**src/rtl/asf_pkg.sv**
```systemverilog
package asf_pkg;
  localparam int CAUSE_W = 8;
  typedef logic [CAUSE_W-1:0] cause_t;

  localparam int C_MISALIGN   = 0;
  localparam int C_DUNIMPL    = 1;
  localparam int C_PDUNIMPL   = 2;
  localparam int C_FVECTOR    = 3;
  localparam int C_FUNIMPL    = 4;
  localparam int C_XYCROSS    = 5;
  localparam int C_SP_OVER    = 6;
  localparam int C_SP_UNDER   = 7;

  localparam cause_t ADDR_MASK  = cause_t'(8'h3F);
  localparam cause_t STACK_MASK = cause_t'(8'hC0);
endpackage

```
**src/rtl/asf_data_chk.sv**
```systemverilog
module asf_data_chk #(
  parameter int unsigned     DAW       = 16,
  parameter logic [DAW-1:0]  DMEM_LAST = 16'h0FFF,
  parameter logic [DAW-1:0]  XY_SPLIT  = 16'h0C00
) (
  input  logic           valid_i,
  input  logic [DAW-1:0] addr_i,
  input  logic           word_i,
  input  logic           mac_i,
  input  logic           mac_y_i,
  output logic           misalign_o,
  output logic           unimpl_o,
  output logic           cross_o
);
  logic in_x, in_y;

  always_comb begin
    in_x       = addr_i < XY_SPLIT;
    in_y       = (addr_i >= XY_SPLIT) && (addr_i <= DMEM_LAST);
    misalign_o = valid_i && word_i && addr_i[0];
    unimpl_o   = valid_i && (addr_i > DMEM_LAST);
    // each MAC space treats the other half as absent
    cross_o    = valid_i && mac_i && (mac_y_i ? in_x : in_y);
  end
endmodule

```
**src/rtl/asf_prog_chk.sv**
```systemverilog
module asf_prog_chk #(
  parameter int unsigned     PAW      = 24,
  parameter logic [PAW-1:0]  PMEM_END = 24'h008000,
  parameter logic [PAW-1:0]  VEC_LAST = 24'h00007F
) (
  input  logic           fetch_valid_i,
  input  logic [PAW-1:0] fetch_addr_i,
  input  logic           pdat_valid_i,
  input  logic [PAW-1:0] pdat_addr_i,
  output logic           vec_o,
  output logic           fetch_unimpl_o,
  output logic           pdat_unimpl_o
);
  always_comb begin
    vec_o          = fetch_valid_i && (fetch_addr_i <= VEC_LAST);
    fetch_unimpl_o = fetch_valid_i && (fetch_addr_i >= PMEM_END);
    pdat_unimpl_o  = pdat_valid_i && (pdat_addr_i >= PMEM_END);
  end
endmodule

```
**src/rtl/asf_stack_chk.sv**
```systemverilog
module asf_stack_chk #(
  parameter int unsigned     DAW      = 16,
  parameter logic [DAW-1:0]  SP_FLOOR = 16'h0800
) (
  input  logic           we_i,
  input  logic [DAW-1:0] wdata_i,
  input  logic [DAW-1:0] lim_i,
  output logic           over_o,
  output logic           under_o
);
  always_comb begin
    over_o  = we_i && (wdata_i > lim_i);
    under_o = we_i && (wdata_i < SP_FLOOR);
  end
endmodule

```
**src/rtl/addr_stack_fault.sv**
```systemverilog
module addr_stack_fault
  import asf_pkg::*;
#(
  parameter int unsigned     DAW       = 16,
  parameter int unsigned     PAW       = 24,
  parameter logic [DAW-1:0]  DMEM_LAST = 16'h0FFF,
  parameter logic [DAW-1:0]  XY_SPLIT  = 16'h0C00,
  parameter logic [PAW-1:0]  PMEM_END  = 24'h008000,
  parameter logic [PAW-1:0]  VEC_LAST  = 24'h00007F,
  parameter logic [DAW-1:0]  SP_FLOOR  = 16'h0800
) (
  input  logic           clk_i,
  input  logic           rst_ni,
  input  logic           dacc_valid_i,
  input  logic [DAW-1:0] dacc_addr_i,
  input  logic           dacc_word_i,
  input  logic           mac_i,
  input  logic           mac_y_i,
  input  logic           pdat_valid_i,
  input  logic [PAW-1:0] pdat_addr_i,
  input  logic           fetch_valid_i,
  input  logic [PAW-1:0] fetch_addr_i,
  input  logic           sp_we_i,
  input  logic [DAW-1:0] sp_wdata_i,
  input  logic [DAW-1:0] splim_i,
  output logic           addr_trap_o,
  output logic           stack_trap_o,
  output logic [7:0]     cause_o
);
  cause_t cause_d, cause_q;

  logic d_mis, d_unimpl, d_cross;
  logic f_vec, f_unimpl, p_unimpl;
  logic s_over, s_under;

  asf_data_chk #(.DAW(DAW), .DMEM_LAST(DMEM_LAST), .XY_SPLIT(XY_SPLIT)) u_data (
    .valid_i   (dacc_valid_i),
    .addr_i    (dacc_addr_i),
    .word_i    (dacc_word_i),
    .mac_i     (mac_i),
    .mac_y_i   (mac_y_i),
    .misalign_o(d_mis),
    .unimpl_o  (d_unimpl),
    .cross_o   (d_cross)
  );

  asf_prog_chk #(.PAW(PAW), .PMEM_END(PMEM_END), .VEC_LAST(VEC_LAST)) u_prog (
    .fetch_valid_i (fetch_valid_i),
    .fetch_addr_i  (fetch_addr_i),
    .pdat_valid_i  (pdat_valid_i),
    .pdat_addr_i   (pdat_addr_i),
    .vec_o         (f_vec),
    .fetch_unimpl_o(f_unimpl),
    .pdat_unimpl_o (p_unimpl)
  );

  asf_stack_chk #(.DAW(DAW), .SP_FLOOR(SP_FLOOR)) u_stack (
    .we_i   (sp_we_i),
    .wdata_i(sp_wdata_i),
    .lim_i  (splim_i),
    .over_o (s_over),
    .under_o(s_under)
  );

  always_comb begin
    cause_d             = '0;
    cause_d[C_MISALIGN] = d_mis;
    cause_d[C_DUNIMPL]  = d_unimpl;
    cause_d[C_PDUNIMPL] = p_unimpl;
    cause_d[C_FVECTOR]  = f_vec;
    cause_d[C_FUNIMPL]  = f_unimpl;
    cause_d[C_XYCROSS]  = d_cross;
    cause_d[C_SP_OVER]  = s_over;
    cause_d[C_SP_UNDER] = s_under;
  end

  always_ff @(posedge clk_i or negedge rst_ni) begin
    if (!rst_ni) cause_q <= '0;
    else         cause_q <= cause_d;
  end

  assign cause_o      = cause_q;
  assign addr_trap_o  = |(cause_q & ADDR_MASK);
  assign stack_trap_o = |(cause_q & STACK_MASK);
endmodule

```
**config.mk**
```make
export PLATFORM = sky130hd
export DESIGN_NAME = addr_stack_fault
export DESIGN_NICKNAME = d
export VERILOG_FILES = /design/src/rtl/asf_pkg.sv /design/src/rtl/asf_data_chk.sv /design/src/rtl/asf_prog_chk.sv /design/src/rtl/asf_stack_chk.sv /design/src/rtl/addr_stack_fault.sv
export SDC_FILE = /design/constraint.sdc
export NUM_CORES = 1
export LEC_CHECK = 0
export BUFFER_PORTS_ARGS = -buffer_cell sky130_fd_sc_hd__buf_4
export CAP_MARGIN = 0
export CORE_AREA = 2 2 57 59
export CTS_CLUSTER_SIZE = 40
export DETAILED_ROUTE_END_ITERATION = 8
export DIE_AREA = 0 0 59 61
export PLACE_DENSITY = 0.75
export SETUP_SLACK_MARGIN = 0.4
export SLEW_MARGIN = 20
export SYNTH_ARGS = -nofsm -noshare
export SYNTH_HDL_FRONTEND = slang
export SYNTH_SLANG_ARGS = --single-unit
```
**constraint.sdc**
```tcl
create_clock -name clk_i -period 0.85 [get_ports clk_i]
set_input_delay 0.17 -clock clk_i [delete_from_list [all_inputs] [get_ports clk_i]]
set_output_delay 0.17 -clock clk_i [all_outputs]
set_load 0.005 [all_outputs]
```
Word-level counts from Yosys, hierarchy flattened
Index checks and enable logic that the tools add are counted.

$lt $le $gt $ge: 9. Reduce and logical (&&, ||, !) cells: 13. Multiplexer cells: 1.

Operators by type and width (number): greater-or-equal comparator 24 x 16 -> 1 bit (second input constant) (2); < comparator 16 x 12 -> 1 bit (second input constant) (2); less-or-equal comparator 24 x 7 -> 1 bit (second input constant) (1); greater-or-equal comparator 16 x 12 -> 1 bit (second input constant) (1); greater-than comparator 16 x 12 -> 1 bit (second input constant) (1); greater-than comparator 16 bit (1); less-or-equal comparator 16 x 12 -> 1 bit (second input constant) (1); logical AND 1 bit (11); OR reduction 6 bit (1); OR reduction 2 bit (1); two-way mux 1 bit (1).

Input bits: 105. Output and inout bits: 10. Logic and storage cells: 24. Bits in registers: 8.

Longest topological paths before layout
Gate-level depths: netlist of the first run.

Word-level depth: 4. Gate-level depth with buffers: 6. Mapped depth without buffers: 6.

Modules after synthesis
Synthesis of the first run repeated with hierarchy kept, for this count alone.

Cells, all modules: 91. Area total of the unflattened synthesis: 769.5 µm².

Modules (own cells, without submodules): asf_stack_chk (seq. area each 0.0 µm², cells each 59, times used 1, area an instance 412.9 µm²); addr_stack_fault (seq. area each 200.2 µm², cells each 12, times used 1, area an instance 220.2 µm²); asf_prog_chk (seq. area each 0.0 µm², cells each 14, times used 1, area an instance 75.1 µm²); asf_data_chk (seq. area each 0.0 µm², cells each 6, times used 1, area an instance 61.3 µm²).

Least setup slack after synthesis of the first run
No wires, ideal clock.

Path type: input port to flip-flop. Start point: input port splim_i[7]. End point: register cause_q[6], in the netlist cause_o[6]. Buffers on the path: 0. Setup time: 124 ps. Data arrival time: 1268 ps. Path slack: -542 ps. Required time: 726 ps. Cell stages on the path: 6. Path through: inv_1 ha_1 a21oi_1 nand3_1 a221o_1 o31a_1.

Word-level cells in the longest chain between the ends: 2.

RTL lines: from (decl) (line addr_stack_fault.sv:25) `input logic [DAW-1:0] splim_i,`; greater-than comparator 16 bit (line asf_stack_chk.sv:12) `over_o = we_i && (wdata_i > lim_i);`; logical AND 1 bit (line asf_stack_chk.sv:12); named net s_over (line addr_stack_fault.sv:34) `logic s_over, s_under;`; to (signal assigned) (line addr_stack_fault.sv:79) `else cause_q <= cause_d;`; to (decl) (line addr_stack_fault.sv:30) `cause_t cause_d, cause_q;`.

The timed path passes the listed nets, and every way through them passes these cells.

Final worst setup path of the first run
Start point: register cause_q[3], in the netlist cause_o[3]. End point: output port addr_trap_o.

Word-level cells in the longest chain between the ends: 1.

RTL lines: OR reduction 6 bit (line addr_stack_fault.sv:83) `assign addr_trap_o = |(cause_q & ADDR_MASK);`; to (decl) (line addr_stack_fault.sv:26) `output logic addr_trap_o,`.

No other way between the ends.

==> results.txt, run 1 <==
register clock-pin slew on the reported worst setup and hold paths - 0.05 ns
CP endpoint kind - output port
root buf cell - clkbuf_4
worst min path class - in2reg
Final Hold Viols - 0
max-slew violations - 0
Net Sw Power - 413 uW
combinational share of power - 0.527
Antenna diodes - 0
layout cell share with drive strength beyond 1 - 0.715
Mean Syn Cell Area - 8.28 um^2
final setup fails - 11
Hold WS - 0.159 ns
GRT overflow - 0
cell area power density - 745 mW/mm^2
port buffer count - 83
Final #Nets - 316
Syn Nets - 212
Vias - 1,082
initial antenna violation count - 0
vias per inst - 4.79
Cell Rows - 20
First-pass DRT Iterations - 4
peak supply drop - 323 uV
CTS buffer count - 3
register area share after synthesis - 0.266
total global-route track usage - 0.168
die width - 59 um
critical path data arrival time - 1.13 ns
routability congestion estimate - 0.692
first-pass GRT wire length - 4.66 mm
Synth Register Bits - 8
Initial DRC Count - 29
cell internal pwr - 1050 uW
crit path max fanout - 2
TritonCTS clock tree - built
Syn-to-layout area delta - 162%
setup ws final - -0.453 ns
Hold Crit Start - pdat_valid_i
wire length per cell - 14.1 um
fin util - 0.667
Clock Path Buffers - 2
Seq pwr share - 0.278
Cells after Synth - 91
Synth cell types - 24
Synthesis Warnings - 0
Setup CP Type - reg2out
htree depth - 1
max frequency - 767 MHz
# Max-Cap Violations - 0
die area - 0.00360 mm^2
status - finished, violations left
Slew @ Worst Pin - 0.224 ns
CP Launch Point - cause_o[3]$_DFF_PN0_
WP data required - 0.68 ns
initial core utilization - 0.255
final WL - 3.19 mm
largest net degree at the start of global routing - 9
Slew headroom - 0.850
Leak - 0.000941 uW
switch share - 0.281
DP HPWL - 2.49 mm
Final Critical Period - 1.30 ns
antenna viol nets, final - 0
Core Area - 0.00295 mm^2
Die Ht - 61 um
failing checks - negative setup slack
share of the clock period used by the worst path - 1.53
# IOs - 115
# clock sinks - 8
unrepaired setup endpoints after global routing - true
Clk pwr share - 0.194
Critical Path Source Type - flip-flop
max reg flops - 8
Post-Synthesis Cell Area - 753 um^2
vias in the first global route - 1,117
DRC - 0
==> through the flow <==
stage | area [um^2] | power (uW) | setup WS (ns) | std cells | TNS (ns)
after global routing | 1970 | 1560 | -0.514 | 226 | -3.02
after floorplan | 993 | 650 | -0.417 | 91 | -0.500
after CTS | 1920 | 1460 | -0.442 | 224 | -2.44
after global placement | 1730 | 1060 | -0.593 | 217 | -1.18
final | 1970 | 1470 | -0.453 | 226 | -2.68
after detailed placement | 1730 | 1090 | -0.652 | 217 | -1.34
==> per-layer routing <==
metal  part of all wire  GRT usage  wire length, um  vias to the layer above
met5                  0          0                0                        -
met4              0.023     0.0357               75                        0
met3              0.086     0.0299              276                        7
met2               0.54      0.344             1720                       59
met1               0.35      0.176             1130                      485
li1                   -          -                -                      531
==> area by class of cell <==
| class | count | area (um^2) |
|---|---|---|
| timing repair buffer | 99 | 870 |
| multi-input combinational | 66 | 736 |
| inverter | 17 | 101 |
| tap | 33 | 41.3 |
| sequential | 8 | 200 |
| clock buffer | 3 | 22.5 |
| fill | 235 | 982 |
==> synthesized netlist by cell type, drive strengths merged <==
cell | number | area share
a31oi | 1 | 0.0083
a221o | 1 | 0.013
nand2 | 3 | 0.015
nor3 | 4 | 0.027
a21oi | 6 | 0.040
or2 | 1 | 0.0083
nand3 | 6 | 0.040
o211ai | 1 | 0.010
nand4b | 1 | 0.012
or3 | 1 | 0.0083
nor2 | 6 | 0.030
a21o | 1 | 0.010
dfrtp | 8 | 0.27
nand4 | 5 | 0.042
xor2 | 1 | 0.012
ha | 16 | 0.27
and2 | 1 | 0.0083
nor4 | 5 | 0.042
o21a | 1 | 0.010
nor2b | 2 | 0.017
and3 | 1 | 0.0083
inv | 17 | 0.085
or4b | 1 | 0.013
o31a | 1 | 0.012
==> path summary, 6_finish.rpt <==
path                                        end  depth (start not counted)
worst max-delay path                addr_trap_o                          3
worst min-delay path       cause_o[2]$_DFF_PN0_                          3
max in group asynchronous  cause_o[1]$_DFF_PN0_                          2
min in group asynchronous  cause_o[3]$_DFF_PN0_                          2
==> cell families (layout without fill, tap and decap cells) <==
| group | after synthesis | after routing | synth area share |
|---|---|---|---|
| flip-flops | 8 | 8 | 0.266 |
| adder cells (fa/ha/maj) | 16 | 16 | 0.266 |
| AO/OA/AOI/OAI | 12 | 12 | 0.103 |
| buffers and inverters | 17 | 119 | 0.0847 |
| AND/OR/NAND/NOR | 37 | 37 | 0.269 |
| XOR/XNOR | 1 | 1 | 0.0116 |
==> critical path: stages (launching register included) <==
cell and delay, ns:
dfrtp_1 0.40, nor4_2 0.27, nand2_1 0.08, buf_4 0.14
==> power groups by stage <==
stage,registers [uW],logic (uW),clock network (uW)
global placement,410,654,0
global route,409,845,310
detailed placement,410,676,0
floorplan,411,239,0
finish,408,774,285
CTS,405,751,299
==> cell usage in the layout, fill, tap and decap left out, drive strengths merged <==
cell type	synthesis	layout
or2	1	1
o21a	1	1
nand3	6	6
nor3	4	4
nand4	5	5
nor2b	2	2
nor2	6	6
xor2	1	1
a221o	1	1
a31oi	1	1
or4b	1	1
or3	1	1
and2	1	1
a21o	1	1
a21oi	6	6
o211ai	1	1
and3	1	1
nand4b	1	1
dfrtp	8	8
inv	17	17
o31a	1	1
buf	0	98
ha	16	16
nor4	5	5
clkbuf	0	3
nand2	3	3
dlygate4sd3	0	1
==> what timing repair did <==
action / CTS / global route
cloned: 0 / 0
hold buffers: 1 / 0
resized for setup: 30 / 10
pin swaps: 14 / 12
buffers inserted: 3 / 2
setup endpoints to repair: 17 / 17
endpoints found under the hold margin: 8 / 0
(Power assumes the default switching activity.)
==> inputs of run 2 (changes only) <==
--- a/config.mk
+++ b/config.mk
@@ -7,12 +7,14 @@
 export LEC_CHECK = 0
 export BUFFER_PORTS_ARGS = -buffer_cell sky130_fd_sc_hd__buf_4
 export CAP_MARGIN = 0
-export CORE_AREA = 2 2 57 59
+export CORE_AREA = 2 2 56 58
+export CTS_BUF_LIST = sky130_fd_sc_hd__clkbuf_8
 export CTS_CLUSTER_SIZE = 40
 export DETAILED_ROUTE_END_ITERATION = 8
-export DIE_AREA = 0 0 59 61
-export PLACE_DENSITY = 0.75
+export DIE_AREA = 0 0 58 60
+export PLACE_DENSITY = 0.77
 export SETUP_SLACK_MARGIN = 0.4
+export SKIP_CTS_REPAIR_TIMING = 1
 export SLEW_MARGIN = 20
 export SYNTH_ARGS = -nofsm -noshare
 export SYNTH_HDL_FRONTEND = slang
==> run 2 against run 1 <==
Net effect: the run still ends with negative setup slack left; non-clock buffer count shrank 4; fmax rose by 1.8%; clock power is 54% higher; wire length is 5.0% lower; worst setup slack better by 0.023 ns; largest power group unchanged; highest routed layer unchanged.
==> results.txt, run 2 (synthesis results as in run 1) <==
Syn-to-layout area delta - 162%
Core Area - 0.00290 mm^2
Final Cell Area - 0.00197 mm^2
final WL - 3.03 mm
critical path data arrival time - 1.11 ns
GRT overflow - 0
max reg flops - 8
DP HPWL - 2.41 mm
Initial DRC Count - 17
# IOs - 115
Net Sw Power - 409 uW
die area - 0.00348 mm^2
DP Area - 0.00173 mm^2
Final #Nets - 312
Die Ht - 60 um
Seq pwr share - 0.255
most frequent cells in the layout - 61 x buf_4, 28 x buf_6, 12 x ha_4
Hold WS - 0.184 ns
Slew headroom - 0.836
cell area power density - 813 mW/mm^2
CP endpoint kind - output port
Vias - 1,062
total global-route track usage - 0.155
first-pass GRT wire length - 4.12 mm
Clk pwr share - 0.273
Placed Cells - 216
largest net degree at the start of global routing - 9
TritonCTS clock tree - built
Cell Rows - 20
combinational share of power - 0.472
status - finished, violations left
Antenna diodes - 0
Final Critical Period - 1.28 ns
port buffer count - 83
die width - 58 um
fin cells - 222
register clock-pin slew on the reported worst setup and hold paths - 0.04 ns
Setup CP Type - reg2out
total power - 1600 uW
leading cell type in the layout, fill and taps excluded - buf_4
Clock Path Buffers - 2
vias in the first global route - 1,019
# Max-Cap Violations - 0
Final Hold Viols - 0
CTS buffer count - 3
WP data required - 0.68 ns
initial antenna violation count - 0
capture point of the worst path - addr_trap_o
failing checks - negative setup slack
worst min path class - in2reg
setup ws final - -0.431 ns
max frequency - 781 MHz
crit path max fanout - 2
Leak - 0.000933 uW
Slew @ Worst Pin - 0.245 ns
unrepaired setup endpoints after global routing - true
cell internal pwr - 1200 uW
root buf cell - clkbuf_8
initial core utilization - 0.259
layout cell share with drive strength beyond 1 - 0.698
vias per inst - 4.78
final setup fails - 12
share of the clock period used by the worst path - 1.51
antenna viol nets, final - 0
fin util - 0.680
Critical Path Source Type - flip-flop
First-pass DRT Iterations - 3
htree depth - 1
DRC - 0
switch share - 0.255
# clock sinks - 8
peak supply drop - 800 uV
wire length per cell - 13.7 um
max-slew violations - 0
routability congestion estimate - 0.695
CP Launch Point - cause_o[4]$_DFF_PN0_
==> run 2: final cells by class <==
| class | count | area [um^2] |
|---|---|---|
| Inverter | 17 | 104 |
| Tap cell | 33 | 41.3 |
| Timing Repair Buffer | 95 | 858 |
| Clock buffer | 3 | 41.3 |
| Sequential cell | 8 | 200 |
| Fill cell | 215 | 928 |
| Multi-Input combinational cell | 66 | 729 |
==> run 2: through the flow <==
step,setup WS (ns),setup TNS (ns)
2_1_floorplan,-0.417,-0.500
3_3_place_gp,-0.588,-1.17
3_5_place_dp,-0.639,-1.32
4_1_cts,-0.419,-2.01
5_1_grt,-0.497,-2.19
6_report,-0.431,-1.89
==> run 2: layer usage <==
layer	vias up	part of all wire	track usage	wire [um]
met5	-	0	0	0
met3	2	0.10	0.0368	311
met1	480	0.33	0.152	998
met4	0	0.0059	0.0698	18
met2	55	0.56	0.305	1700
li1	525	-	-	-
==> run 2: power groups by stage <==
stage	logic (uW)	clock network, uW	registers, uW
after global routing	832	474	409
after global placement	652	0	410
after CTS	671	450	405
after detailed placement	669	0	410
final	758	438	409
after floorplan	239	0	411
==> run 2: worst min-delay path by stage <==
stage / depth (start not counted) / startpoint / endpoint
3_5_place_dp: 1 / rst_ni / cause_o[4]$_DFF_PN0_
6_report: 3 / pdat_valid_i / cause_o[2]$_DFF_PN0_
3_3_place_gp: 1 / rst_ni / cause_o[4]$_DFF_PN0_
2_1_floorplan: 0 / rst_ni / cause_o[0]$_DFF_PN0_
5_1_grt: 2 / fetch_valid_i / cause_o[4]$_DFF_PN0_
4_1_cts: 1 / rst_ni / cause_o[2]$_DFF_PN0_
==> run 2: worst max-delay path, cell delays in order (launching register included) <==
cell and delay [ns]:
dfrtp_1 0.39, nor4_2 0.28, nand2_1 0.08, buf_4 0.14
==> inputs of run 3 (changes only) <==
--- a/config.mk
+++ b/config.mk
@@ -9,11 +9,11 @@
 export CAP_MARGIN = 0
 export CORE_AREA = 2 2 56 58
 export CTS_BUF_LIST = sky130_fd_sc_hd__clkbuf_8
-export CTS_CLUSTER_SIZE = 40
 export DETAILED_ROUTE_END_ITERATION = 8
 export DIE_AREA = 0 0 58 60
 export PLACE_DENSITY = 0.77
-export SETUP_SLACK_MARGIN = 0.4
+export REMOVE_ABC_BUFFERS = 1
+export SETUP_SLACK_MARGIN = 0.02
 export SKIP_CTS_REPAIR_TIMING = 1
 export SLEW_MARGIN = 20
 export SYNTH_ARGS = -nofsm -noshare
==> run 3 against run 2 <==
Net effect: the flow still finishes with violations (negative setup slack); critical path depth unchanged; sequential share of layout area up 1.9 points; first-iteration DRC count down 47%; critical path type unchanged.
==> results.txt, run 3 (synthesis results as in run 1) <==
vias per inst - 4.69
Syn-to-layout area delta - 121%
htree depth - 1
setup ws final - -0.403 ns
leading cell type in the layout, fill and taps excluded - buf_4
Clock Path Buffers - 2
Vias - 1,027
M3 GR Usage - 0.0411
die width - 58 um
grt peak-use layer - met2
register clock-pin slew on the reported worst setup and hold paths - 0.04 ns
port buffer count - 83
largest net degree at the start of global routing - 9
CP endpoint kind - output port
failing checks - negative setup slack
DRC - 0
critical path data arrival time - 1.08 ns
final setup fails - 11
Crit path max-delay family - flip-flops
crit path max fanout - 2
initial antenna violation count - 0
max reg flops - 8
fin util - 0.574
cell area power density - 890 mW/mm^2
Final Hold Viols - 0
most frequent cells in the layout - 80 x buf_4, 12 x inv_1, 11 x buf_6
unrepaired setup endpoints after global routing - true
wire length per cell - 11.9 um
worst min path class - in2reg
GRT met1 Usage - 0.160
initial core utilization - 0.259
CTS buffer count - 3
max incr delay on CP - 0.40 ns
Critical Path Source Type - flip-flop
vias in the first global route - 925
Slew @ Worst Pin - 0.366 ns
Cell Rows - 20
routability congestion estimate - 0.702
# Max-Cap Violations - 0
Setup CP Type - reg2out
max frequency - 798 MHz
Slew headroom - 0.753
peak supply drop - 698 uV
Antenna diodes - 0
Initial DRC Count - 9
WP buf/inv - 1
met2 global-route usage - 0.250
Core Area - 0.00290 mm^2
die area - 0.00348 mm^2
root buf cell - clkbuf_8
antenna viol nets, final - 0
status - finished, violations left
TritonCTS clock tree - built
# clock sinks - 8
Leak - 0.000877 uW
Final Critical Period - 1.25 ns
final WL - 2.60 mm
worst hold stages - 2
max-slew violations - 0
layout cell share with drive strength beyond 1 - 0.591
setup TNS - -1.89 ns
GRT overflow - 0
first-pass GRT wire length - 3.75 mm
# fillers - 260
DP HPWL - 2.16 mm
# IOs - 115
crit path cell chain - nor4_2, nand2_1, buf_4
WP data required - 0.68 ns
total global-route track usage - 0.139
Die Ht - 60 um
Final #Nets - 309
WHS Endpoint - cause_o[7]$_DFF_PN0_
First-pass DRT Iterations - 4
Hold Crit Start - sp_wdata_i[12]
Slowest cell on crit path - dfrtp_1
share of the clock period used by the worst path - 1.47
## run 3: worst max path at each step
stage                      endpoint  cells past startpoint                 start  slack, ns
2_1_floorplan  cause_o[6]$_DFF_PN0_                      6            splim_i[7]      -0.54
3_3_place_gp   cause_o[6]$_DFF_PN0_                      6         sp_wdata_i[7]      -0.68
3_5_place_dp   cause_o[6]$_DFF_PN0_                      6        sp_wdata_i[14]      -0.72
4_1_cts        cause_o[6]$_DFF_PN0_                      6         sp_wdata_i[7]      -0.48
5_1_grt                 addr_trap_o                      3  cause_o[2]$_DFF_PN0_      -0.46
6_report                addr_trap_o                      3  cause_o[2]$_DFF_PN0_      -0.40
## run 3: cell type report
class | instances | area [um^2] | area share
sequential | 8 | 200 | 0.120
multi-input combinational | 66 | 586 | 0.351
inverter | 17 | 63.8 | 0.0383
tap | 33 | 41.3 | 0.0248
clock buffer | 3 | 41.3 | 0.0248
timing repair buffer | 92 | 734 | 0.441
## run 3: power breakdown
| part | internal, uW | switching (uW) | total [uW] |
|---|---|---|---|
| Sequential | 397 | 12.0 | 409 |
| Combinational | 413 | 203 | 616 |
| Clock | 307 | 152 | 459 |
| Total | 1120 | 367 | 1480 |
## run 3: metal layers
layer,wire [um],vias up,share of wire
li1,-,518,-
met1,922,457,0.36
met2,1410,50,0.54
met3,256,2,0.099
met4,4,0,0.0015
met5,0,-,0
## run 3: metrics by stage
| step | area (um^2) | hold slack [ns] | setup WS [ns] | std cells | power, uW |
|---|---|---|---|---|---|
| final | 1670 | 0.123 | -0.403 | 219 | 1480 |
| after global routing | 1670 | 0.119 | -0.464 | 219 | 1580 |
| after CTS | 1510 | -0.246 | -0.484 | 217 | 1410 |
| after detailed placement | 1470 | -0.00316 | -0.724 | 214 | 945 |
| after global placement | 1470 | -0.00499 | -0.683 | 214 | 936 |
| after floorplan | 753 | -0.126 | -0.542 | 91 | 573 |
